<file path="config.mk">
export PLATFORM = sky130hd
export DESIGN_NAME = lbist_rx_check
export DESIGN_NICKNAME = d
export VERILOG_FILES = /design/src/rtl/lbc_pkg.sv /design/src/rtl/lbc_fsm.sv /design/src/rtl/lbc_word_cmp.sv /design/src/rtl/lbc_err_track.sv /design/src/rtl/lbist_rx_check.sv
export SDC_FILE = /design/constraint.sdc
export NUM_CORES = 1
export LEC_CHECK = 0
export BUFFER_PORTS_ARGS = -buffer_cell sky130_fd_sc_hd__buf_2
export CAP_MARGIN = 5
export CORE_MARGIN = 2
export CORE_UTILIZATION = 47
export DETAILED_ROUTE_END_ITERATION = 12
export PLACE_DENSITY_LB_ADDON = 0.3
export REMOVE_ABC_BUFFERS = 1
export SLEW_MARGIN = 10
export SYNTH_ARGS = -nofsm -noshare
export SYNTH_HDL_FRONTEND = slang
export SYNTH_SLANG_ARGS = --single-unit
</file>
<file path="constraint.sdc">
create_clock -name clk -period 2.1 [get_ports clk]
set_input_delay 0.105 -clock clk [delete_from_list [all_inputs] [get_ports clk]]
set_output_delay 0.105 -clock clk [all_outputs]
set_load 0.02 [all_outputs]
</file>
<file path="src/rtl/lbc_pkg.sv">
package lbc_pkg;
    typedef enum logic [1:0] {
        ST_IDLE      = 2'd0,
        ST_WAIT_LOCK = 2'd1,
        ST_CHECK     = 2'd2,
        ST_HOLD      = 2'd3
    } lbc_state_e;
endpackage

</file>
<file path="src/rtl/lbc_fsm.sv">
module lbc_fsm
    import lbc_pkg::*;
(
    input  logic       clk,
    input  logic       rst_n,
    input  logic       pwr_dn,
    input  logic       test_en,
    input  logic       rx_lock,
    output lbc_state_e st_q,
    output logic       start_o
);
    lbc_state_e st_d;

    // state register
    always_ff @(posedge clk or negedge rst_n) begin
        if (!rst_n) st_q <= ST_IDLE;
        else        st_q <= st_d;
    end

    // transitions: start, locked, unlock, stop, power-down
    always_comb begin
        st_d = st_q;
        unique case (st_q)
            ST_IDLE:      if (test_en) st_d = ST_WAIT_LOCK;
            ST_WAIT_LOCK: if (!test_en) st_d = ST_HOLD;
                          else if (rx_lock) st_d = ST_CHECK;
            ST_CHECK:     if (!test_en) st_d = ST_HOLD;
                          else if (!rx_lock) st_d = ST_WAIT_LOCK;
            ST_HOLD:      if (test_en) st_d = ST_WAIT_LOCK;
            default:      st_d = ST_IDLE;
        endcase
        if (pwr_dn) st_d = ST_IDLE;
    end

    assign start_o = (st_q == ST_IDLE || st_q == ST_HOLD) && test_en && !pwr_dn;
endmodule

</file>
<file path="src/rtl/lbc_word_cmp.sv">
module lbc_word_cmp #(
    parameter int DATA_W = 35
) (
    input  logic              clk,
    input  logic              rst_n,
    input  logic              clr,
    input  logic              checking,
    input  logic              word_vld,
    input  logic [DATA_W-1:0] word_data,
    output logic              bad_o,
    output logic              err_ph_q
);
    logic ph_q;     // 0: compare phase, 1: report phase
    logic accept;

    always_ff @(posedge clk or negedge rst_n) begin
        if (!rst_n)        ph_q <= 1'b0;
        else if (!checking) ph_q <= 1'b0;
        else               ph_q <= ~ph_q;
    end

    assign accept = checking && !ph_q && word_vld;
    assign bad_o  = accept && (|word_data);

    always_ff @(posedge clk or negedge rst_n) begin
        if (!rst_n)   err_ph_q <= 1'b0;
        else if (clr) err_ph_q <= 1'b0;
        else          err_ph_q <= bad_o;
    end
endmodule

</file>
<file path="src/rtl/lbc_err_track.sv">
module lbc_err_track #(
    parameter int CNT_W = 16
) (
    input  logic             clk,
    input  logic             rst_n,
    input  logic             clr,
    input  logic             bad,
    output logic [CNT_W-1:0] cnt_q,
    output logic             sticky_q
);
    localparam logic [CNT_W-1:0] CNT_MAX = '1;

    always_ff @(posedge clk or negedge rst_n) begin
        if (!rst_n) begin
            cnt_q    <= '0;
            sticky_q <= 1'b0;
        end else if (clr) begin
            cnt_q    <= '0;
            sticky_q <= 1'b0;
        end else if (bad) begin
            sticky_q <= 1'b1;
            if (cnt_q != CNT_MAX) cnt_q <= cnt_q + 1'b1;
        end
    end
endmodule

</file>
<file path="src/rtl/lbist_rx_check.sv">
module lbist_rx_check
    import lbc_pkg::*;
#(
    parameter int DATA_W = 35,
    parameter int CNT_W  = 16
) (
    input  logic              clk,
    input  logic              rst_n,
    input  logic              pwr_dn,
    input  logic              test_en,
    input  logic              rx_lock,
    input  logic              word_vld,
    input  logic [DATA_W-1:0] word_data,
    output logic              pass_o,
    output logic [CNT_W-1:0]  err_cnt
);
    lbc_state_e st_q;
    logic       start;
    logic       clr;
    logic       checking;
    logic       bad;
    logic       err_ph;
    logic       sticky;

    assign clr      = start || pwr_dn;
    assign checking = (st_q == ST_CHECK) && test_en && rx_lock && !pwr_dn;

    lbc_fsm u_fsm (
        .clk     (clk),
        .rst_n   (rst_n),
        .pwr_dn  (pwr_dn),
        .test_en (test_en),
        .rx_lock (rx_lock),
        .st_q    (st_q),
        .start_o (start)
    );

    lbc_word_cmp #(.DATA_W(DATA_W)) u_cmp (
        .clk       (clk),
        .rst_n     (rst_n),
        .clr       (clr),
        .checking  (checking),
        .word_vld  (word_vld),
        .word_data (word_data),
        .bad_o     (bad),
        .err_ph_q  (err_ph)
    );

    lbc_err_track #(.CNT_W(CNT_W)) u_trk (
        .clk      (clk),
        .rst_n    (rst_n),
        .clr      (clr),
        .bad      (bad),
        .cnt_q    (err_cnt),
        .sticky_q (sticky)
    );

    // output process
    always_comb begin
        pass_o = 1'b0;
        unique case (st_q)
            ST_IDLE:      pass_o = 1'b0;
            ST_WAIT_LOCK: pass_o = 1'b0;
            ST_CHECK:     pass_o = !err_ph;
            ST_HOLD:      pass_o = !sticky;
            default:      pass_o = 1'b0;
        endcase
    end
endmodule

</file>
==> impl_metrics.csv, run 1 <==
group,metric,value,unit
timing,period_share,94.1,%
logic_synthesis,synthesis.area,1360,um^2
timing,finClkSkew,0.00401,ns
setup_path,cp_data_required_time,2.34,ns
grt,grt_pass1_vias,1329,
clocking,clock_latency,0.31,ns
clocking,cts_tree,"done",
placement,gp_congestion,0.842,
floorplanning,core_area,2760,um^2
floorplanning,rows,19,
setup_path,cp_slowest_cell,"or4_1",
grt,grt_max_degree,26,
drt,ant_nets,0,
pwr,clkPwrFrac,23.4,%
setup_path,path_max_fanout,7,
drt,vias,1478,
clocking,clock-root-buffer,"clkbuf_4",
setup_path,path_cells,"ha_1, nand3_2, or3_4, or4_1, a21oi_1",
pwr,power.total,840,uW
worst_hold_path,hp-start,"pwr_dn",
floorplanning,start_util,49.3,%
logic_synthesis,async_flop_share,100,%
pwr,peakVddDrop,0.357,mV
grt,grt_overflow,0,
setup_path,slowest_delay,0.48,ns
timing,drv_slew,0,
cells_and_area,diodes,0,
cells_and_area,regArea,526,um^2
setup_path,path_class,"reg2reg",
floorplanning,die_y,57.8,um
placement,dpl.hpwl,2.76,mm
setup_path,arrival,2.22,ns
job,max-cap-violations,0,
drt,wl,3.63,mm
timing,rsz0062_at_grt,"false",
timing,hold_violations,0,
cells_and_area,area_growth,29.1,%
pwr,p_switching,252,uW
cells_and_area,drive_gt1_share,38.3,%
logic_synthesis,synthDistinctLibCells,45,
logic_synthesis,ys_seq_elements,21,
setup_path,rrSetupSlack,0.12,ns
grt,track_usage,21.3,%
drt,via_per_inst,6.16,
worst_hold_path,hold_end,"u_fsm.st_q[0]",
clocking,cts_buffers,3,
logic_synthesis,ys_warn_count,0,
pwr,p_seq_share,50.8,%
placement,dp.cells,232,
drt,drt_iter0_drc,60,
worst_hold_path,hold_depth,2,
cells_and_area,fillerInstances,243,
grt,grt_antenna_before_repair,0,
logic_synthesis,ys.flop_type,"dfrtp_1",
timing,fmax,506,MHz
setup_path,r2r_end,"u_trk.cnt_q[10]",
drt,drt_first_pass_iters,6,
placement,place_area,1670,um^2
timing,fin_crit,1.98,ns
setup_path,reg2reg_from,"u_trk.cnt_q[0]",
logic_synthesis,postSynthCellCount,147,
cells_and_area,multi_input_area,800,um^2
floorplanning,fp.dieW,57.8,um
timing,worst_pin_slew,0.474,ns
floorplanning,dieArea,3340,um^2
cells_and_area,final_cell_count_no_fill,240,
drt,drcViolationCount,0,
clocking,htree_levels,1,
worst_hold_path,min_path_type,"in2reg",
logic_synthesis,ys_seq_area_share,38.7,%
drt,routedWlPerCell,15.1,um
timing,setup_viol,0,
pwr,power_density,479,nW/um^2
placement,port_buffers,57,
pwr,switching_share,30.0,%
logic_synthesis,syn_avg_cell_area,9.24,um^2
timing,final.setup.tns,0,ns
pwr,p_leak,0.000790,uW
status,status,"finished clean",
cells_and_area,stdcell_area,1750,um^2
floorplanning,io_pins,58,
pwr,p_int,588,uW
cells_and_area,nets,255,
clocking,clockBufferDepth,2,
clocking,cts.sinks,21,
grt,grt_pass1_wl,5.51,mm
pwr,combPwrFrac,25.8,%
timing,slew_headroom,68.4,%
setup_path,end_kind,"flop",
logic_synthesis,synth_edf_count,0,
setup_path,cp-start-kind,"flop",
setup_path,rr_worst_depth,5,
clocking,clkTransAtPathRegs,0.11,ns
-- what timing repair did --
action | 4_1_cts | 5_1_grt
hold endpoints to repair | 21 | 0
resized for setup | 0 | 4
hold buffers | 1 | 0
setup buffers | 0 | 3
endpoints found under the setup margin | 0 | 11
-- cell families after synthesis --
logic type      synth area share, %
buf+inv                        3.59
simple gates                   32.8
flops                          38.7
fa+ha+maj                      3.68
compound gates                 21.3
-- cell usage after synthesis (all sizes together), types with 2 or more instances --
cell type / n / share of area (%)
nor3: 4 / 1.5
nor4: 10 / 4.6
a21o: 2 / 1.1
or4b: 2 / 1.5
ha: 4 / 3.7
nand3: 8 / 3.7
nor2: 6 / 1.7
buf: 4 / 1.9
o211ai: 2 / 1.1
a211oi: 2 / 1.1
and3: 4 / 1.9
o41ai: 2 / 1.3
and4: 2 / 1.5
inv: 5 / 1.4
o21a: 2 / 1.1
or3: 4 / 2.2
o31ai: 7 / 3.9
o21ai: 4 / 2.3
dfrtp: 21 / 39
nand4: 5 / 2.8
a21oi: 17 / 6.5
or4: 7 / 3.9
nand2: 9 / 2.5
and2: 2 / 1.1
-- layer usage --
metal  track usage (%)  up-vias  part of all wire (%)
li1                  -      709                     -
met1              23.7      682                    38
met2              39.0       76                    51
met3              4.02       11                   8.8
met4              9.97        0                   2.8
met5                 0        -                     0
-- stage by stage --
stage	hold WS (ns)	setup WS (ns)	util, %
floorplan	-0.191	-0.269	-
global placement	0.0816	0.201	60.7
detailed placement	0.0912	0.103	60.7
CTS	0.00747	0.0682	62.0
global route	0.0150	0.0190	63.6
finish	0.00812	0.123	63.6
-- worst max-delay path, delay by kind of cell (launching register included) --
kind            cells  cell delay (ns)
fa+ha+maj           1             0.21
compound gates      1             0.16
simple gates        3             1.10
flops               1             0.43
-- worst max path at each step --
stage | startpoint | end | depth (start not counted)
floorplan | word_data[0] | u_trk.sticky_q | 5
global placement | u_fsm.st_q[0] | u_trk.cnt_q[12] | 7
detailed placement | u_fsm.st_q[0] | u_trk.cnt_q[9] | 7
CTS | u_fsm.st_q[0] | u_trk.cnt_q[9] | 7
global route | u_trk.cnt_q[0] | u_trk.cnt_q[10] | 5
finish | u_trk.cnt_q[0] | u_trk.cnt_q[10] | 5
-- cells in the final DEF, fill, tap and decap left out, drive strengths merged, types with 2 or more instances in the layout --
master | netlist | layout
buf | 4 | 62
dfrtp | 21 | 21
a21oi | 17 | 17
nor4 | 10 | 10
nand2 | 9 | 9
nand3 | 8 | 8
o31ai | 7 | 7
or4 | 7 | 7
nor2 | 6 | 6
inv | 5 | 5
nand4 | 5 | 5
ha | 4 | 4
and3 | 4 | 4
or3 | 4 | 4
o21ai | 4 | 4
clkbuf | 1 | 4
nor3 | 4 | 4
a21o | 2 | 2
and2 | 2 | 2
o41ai | 2 | 2
or4b | 2 | 2
a211oi | 2 | 2
o211ai | 2 | 2
o21a | 2 | 2
and4 | 2 | 2
-- power groups by stage --
stage                     logic (uW)  clock network (uW)  registers, uW
after floorplan                  119                   0            435
after global placement           198                   0            436
after detailed placement         204                   0            437
after CTS                        206                 203            429
after global routing             244                 223            431
final                            217                 196            427
-- registers in the layout (all words and copies together) (netlist names) --
register / flops
u_fsm.st_q: 2
u_cmp.err_ph_q: 1
u_trk.cnt_q: 16
u_trk.sticky_q: 1
u_cmp.ph_q: 1
-- final cells by class --
class                           instances  area share, %
Clock buffer                            4           1.50
Inverter                                5           1.07
Multi-Input combinational cell        116           45.6
Sequential cell                        21           30.0
Tap cell                               31           2.21
Timing Repair Buffer                   63           19.7
Power figures use the tool's default switching activity.
==> run 2, diff against run 1 <==
REMOVE_ABC_BUFFERS = unset   (was 1)
==> run 2 against run 1 <==
Core utilization fell by 0.32 points. Critical endpoint is now u_trk.cnt_q[12]. Critical path depth is 2 higher. Largest power group unchanged. Routed wire length is 2.5% higher. Final area decreased by 0.50%. Cell count is the same. Via count is 1.3% higher. Clock power grew 3%.
==> impl_metrics.csv, run 2 (synthesis gave the netlist of run 1 again) <==
group,metric,value,unit
cells_and_area,diodes,0,
grt,grt_antenna_before_repair,0,
placement,dp.cells,232,
logic_synthesis,synth_nets,192,
setup_path,path_max_fanout,9,
floorplanning,start_util,49.3,%
floorplanning,fp.dieW,57.8,um
pwr,power.total,853,uW
clocking,clock_latency,0.32,ns
placement,gp_congestion,0.847,
cells_and_area,drive_gt1_share,38.3,%
timing,hold_slack,0.0927,ns
cells_and_area,area_growth,28.5,%
floorplanning,core_area,2760,um^2
setup_path,arrival,2.20,ns
timing,setup_viol,0,
grt,globalRouteMet1Util,27.9,%
cells_and_area,largest_register_ffs,16,
timing,final.setup.tns,0,ns
placement,port_buffers,57,
timing,drv_slew,0,
worst_hold_path,min_path_type,"in2reg",
timing,worst_pin_slew,0.480,ns
drt,ant_nets,0,
drt,via_per_inst,6.24,
clocking,cts_tree,"done",
drt,vias,1497,
timing,finClkSkew,0.0104,ns
timing,period_share,93.2,%
grt,grt_max_degree,30,
timing,hold_violations,0,
drt,drt_iter0_drc,70,
grt,grt_pass1_vias,1355,
pwr,power_density,489,nW/um^2
grt,grt_pass1_wl,5.93,mm
setup_path,cp-start-kind,"flop",
status,status,"finished clean",
floorplanning,dieArea,3340,um^2
timing,fin_crit,1.96,ns
clocking,htree_levels,1,
floorplanning,io_pins,58,
setup_path,path_class,"reg2reg",
clocking,clock-root-buffer,"clkbuf_4",
grt,grt_overflow,0,
grt,busiest_layer,"met2",
clocking,clkTransAtPathRegs,0.13,ns
floorplanning,rows,19,
setup_path,cp_data_required_time,2.34,ns
grt,use_met2,39.3,%
pwr,peakVddDrop,0.391,mV
pwr,p_leak,0.000779,uW
drt,drcViolationCount,0,
cells_and_area,nets,255,
cells_and_area,top_regs,"u_trk.cnt_q x16, u_fsm.st_q x2",
grt,track_usage,22.1,%
clocking,cts_buffers,3,
timing,rsz0062_at_grt,"false",
timing,slew_headroom,68.0,%
cells_and_area,top_register,"u_trk.cnt_q",
cells_and_area,layout_common_cells,"buf_2 (57), dfrtp_1 (21), a21oi_1 (16)",
cells_and_area,final_cell_count_no_fill,240,
timing,fmax,511,MHz
floorplanning,die_y,57.8,um
job,max-cap-violations,0,
drt,routedWlPerCell,15.5,um
drt,wl,3.72,mm
clocking,cts.sinks,21,
grt,grtUsageMet3,4.91,%
setup_path,end_kind,"flop",
cells_and_area,final_common_cell,"buf_2",
clocking,clockBufferDepth,2,
drt,drt_first_pass_iters,4,
placement,dpl.hpwl,2.76,mm
[run 2: final cells by class]
type	instances	area, um^2
Timing Repair Buffer	62	328
Sequential cell	21	526
Clock inverter	1	5.00
Clock buffer	3	22.5
Inverter	5	18.8
Fill cell	243	1010
Multi-Input combinational cell	117	807
Tap cell	31	38.8
[run 2: final timing paths]
path | startpoint | end | slack (ns) | cells past startpoint
setup / recovery | u_fsm.st_q[0] | u_trk.cnt_q[12] | 0.14 | 7
hold / removal | rx_lock | u_cmp.ph_q | 0.09 | 3
setup reg to reg | u_fsm.st_q[0] | u_trk.cnt_q[12] | 0.14 | 7
hold reg to reg | u_cmp.ph_q | u_cmp.ph_q | 0.45 | 1
max in group asynchronous | rst_n | u_trk.cnt_q[9] | 1.51 | 2
min in group asynchronous | rst_n | u_cmp.err_ph_q | 0.26 | 2
[run 2: power breakdown]
group	leakage (uW)	internal, uW	total (uW)	switching [uW]
sequential	0.000291	417	429	12.5
clock	0.0000177	71.3	202	131
combinational	0.000470	99.3	221	122
[run 2: worst max-delay path, stage by stage (launching register included)]
cell     delay (ns)
dfrtp_1        0.42
inv_1          0.08
ha_2           0.21
and2_2         0.19
and2_4         0.20
o21ai_2        0.13
or4_1          0.50
a21oi_1        0.15
[run 2: through the flow]
step	util, %	setup slack (ns)	area (um^2)
after floorplan	-	0.142	1360
after global placement	60.7	0.201	1670
after detailed placement	60.7	0.0985	1670
after CTS	62.4	0.0653	1720
after global routing	63.3	0.000596	1750
final	63.3	0.142	1750
[run 2: routing by layer]
metal / up-vias / routed length [um]
li1: 715 / -
met1: 740 / 1550
met2: 35 / 1990
met3: 7 / 160
met4: 0 / 20
met5: - / 0
[run 2: repair_timing]
item,in CTS,in global routing
setup buffers,0,1
setup endpoints to repair,0,12
gates resized for setup,0,3
endpoints found under the hold margin,23,0
hold buffers,2,0
==> run 3, diff against run 2 <==
CORE_UTILIZATION = 51   (was 47)
HOLD_SLACK_MARGIN = 0.1   (was unset)
clock period = 2.4 ns   (was 2.1 ns; I/O delays follow)
==> run 3 against run 2 <==
Final area is 1.6% lower. Sequential power is 12% lower. Maximum frequency is 4.6% lower. Register-to-register slack better by 0.20 ns. Critical path depth is 1 lower. Sequential cell count stayed put. First-iteration DRC count is 37% lower. Combinational power is 17% lower. Worst hold slack better by 0.038 ns. Clock-buffer cell count is 1 higher. Via count is 3.0% lower. Core utilization is 5.4 points higher. Critical path type unchanged.
==> impl_metrics.csv, run 3 (synthesis gave the netlist of run 1 again) <==
group,metric,value,unit
worst_hold_path,hold_depth,3,
floorplanning,rows,18,
floorplanning,core_area,2500,um^2
setup_path,r2r_end,"u_trk.cnt_q[1]",
setup_path,cp-start-kind,"flop",
grt,track_usage,23.3,%
placement,port_buffers,57,
cells_and_area,final_common_cell,"buf_2",
cells_and_area,layout_common_cells,"buf_2 (57), dfrtp_1 (21), a21oi_1 (16)",
setup_path,rrSetupSlack,0.35,ns
pwr,power_density,424,nW/um^2
setup_path,path_cells,"ha_1, nand3_2, or3_4, o21ai_4, o21ai_0, a21oi_1",
clocking,cts.sinks,21,
cells_and_area,stdcell_area,1720,um^2
clocking,clock_latency,0.29,ns
drt,via_per_inst,6.13,
timing,slew_headroom,69.3,%
clocking,clkTransAtPathRegs,0.12,ns
drt,drt_first_pass_iters,4,
pwr,peakVddDrop,0.343,mV
clocking,cts_buffers,3,
setup_path,rr_worst_depth,6,
cells_and_area,top_register,"u_trk.cnt_q",
cells_and_area,nets,253,
clocking,cts_tree,"done",
placement,dp.cells,231,
logic_synthesis,synth_nets,192,
cells_and_area,largest_register_ffs,16,
grt,grt_pass1_vias,1403,
floorplanning,fp.dieW,55.6,um
setup_path,cp_slowest_cell,"or3_4",
clocking,clock-root-buffer,"clkbuf_4",
floorplanning,start_util,54.4,%
grt,grt_antenna_before_repair,0,
cells_and_area,top_regs,"u_trk.cnt_q x16, u_fsm.st_q x2",
drt,m1WireLength,1.39,mm
floorplanning,dieArea,3090,um^2
drt,drcViolationCount,0,
pwr,p_leak,0.000771,uW
drt,drt_iter0_drc,44,
cells_and_area,fillerInstances,194,
cells_and_area,area_growth,26.4,%
grt,grt_overflow,0,
timing,fin_ws,0.347,ns
timing,setup_viol,0,
drt,ant_nets,0,
placement,place_area,1670,um^2
timing,fin_crit,2.05,ns
drt,wl_met3,209,um
setup_path,end_kind,"flop",
setup_path,arrival,2.28,ns
placement,dpl.hpwl,2.73,mm
worst_hold_path,min_path_type,"in2reg",
clocking,htree_levels,1,
floorplanning,die_y,55.6,um
setup_path,cp_data_required_time,2.63,ns
cells_and_area,drive_gt1_share,35.7,%
placement,place_ws,0.419,ns
drt,wl_met2,1.91,mm
worst_hold_path,hold_end,"u_cmp.ph_q",
grt,grt_max_degree,30,
placement,gp_congestion,0.896,
drt,routedWlPerCell,14.9,um
timing,worst_pin_slew,0.460,ns
setup_path,path_class,"reg2reg",
status,status,"finished clean",
drt,highest_layer,"met4",
setup_path,slowest_delay,0.45,ns
timing,finClkSkew,0.00254,ns
timing,hold_violations,0,
job,max-cap-violations,0,
clocking,clockBufferDepth,2,
timing,fmax,487,MHz
timing,final.setup.tns,0,ns
cells_and_area,final_cell_count_no_fill,237,
grt,grt_pass1_wl,6.00,mm
cells_and_area,regArea,526,um^2
cells_and_area,multi_input_area,790,um^2
drt,vias,1452,
timing,period_share,85.6,%
timing,rsz0062_at_grt,"false",
setup_path,reg2reg_from,"u_trk.cnt_q[0]",
drt,wl,3.54,mm
worst_hold_path,hp-start,"rx_lock",
timing,drv_slew,0,
floorplanning,io_pins,58,
setup_path,path_max_fanout,18,
cells_and_area,diodes,0,
run 3: cell types whose count changed in the layout (fill, tap and decap cells not counted):
cell / change
and2_2: -1
o21ai_2: -1
ha_1: +1
nor3_2: -1
clkinv_2: -1
buf_4: -1
ha_2: -1
nor3_1: +1
and2_1: +1
clkbuf_1: +1
run 3: repair_timing:
item	CTS	global route
setup buffers	0	0
resized for setup	0	0
hold buffers	2	0
endpoints found under the hold margin	24	0
run 3: per-stage QoR:
step	power, uW	hold slack, ns	util [%]
6_report	729	0.131	68.7
5_1_grt	774	0.115	68.7
4_1_cts	732	0.115	68.7
3_5_place_dp	564	0.0963	66.9
3_3_place_gp	554	0.0921	66.9
2_1_floorplan	488	-0.176	-
run 3: power breakdown:
| part | leakage [uW] | switching (uW) | internal, uW | total, uW |
|---|---|---|---|---|
| clock | 0.0000150 | 103 | 64.6 | 168 |
| combinational | 0.000465 | 105 | 78.5 | 184 |
| sequential | 0.000291 | 12.8 | 365 | 377 |
run 3: worst max-delay path by stage:
| stage | start | to | slack [ns] | depth (start not counted) |
|---|---|---|---|---|
| floorplan | u_trk.cnt_q[0] | u_trk.cnt_q[4] | 0.44 | 7 |
| global placement | u_trk.cnt_q[0] | u_trk.cnt_q[4] | 0.50 | 6 |
| detailed placement | u_trk.cnt_q[1] | u_trk.cnt_q[1] | 0.42 | 6 |
| CTS | u_trk.cnt_q[0] | u_trk.cnt_q[1] | 0.39 | 6 |
| global route | u_trk.cnt_q[0] | u_trk.cnt_q[1] | 0.17 | 6 |
| finish | u_trk.cnt_q[0] | u_trk.cnt_q[1] | 0.35 | 6 |
run 3: final cells by class:
class                   count  area share (%)
multi-input cells         116            46.0
flip-flops and latches     21            30.6
repair buffers             61            18.6
well taps                  30            2.18
clock buffers               4            1.53
inverters                   5            1.09
run 3: per-layer routing:
layer	up-vias	GRT usage [%]
met5	-	0
met4	0	4.18
met3	6	3.02
met2	50	45.6
met1	695	26.8
li1	701	-
run 3: worst max-delay path: cells and delay by family (launching register included):
| kind | cells | cell delay [ns] |
|---|---|---|
| AOI/OAI and AO/OA | 3 | 0.73 |
| DFF | 1 | 0.44 |
| adders and majority gates | 1 | 0.21 |
| and+or+nand+nor | 2 | 0.60 |
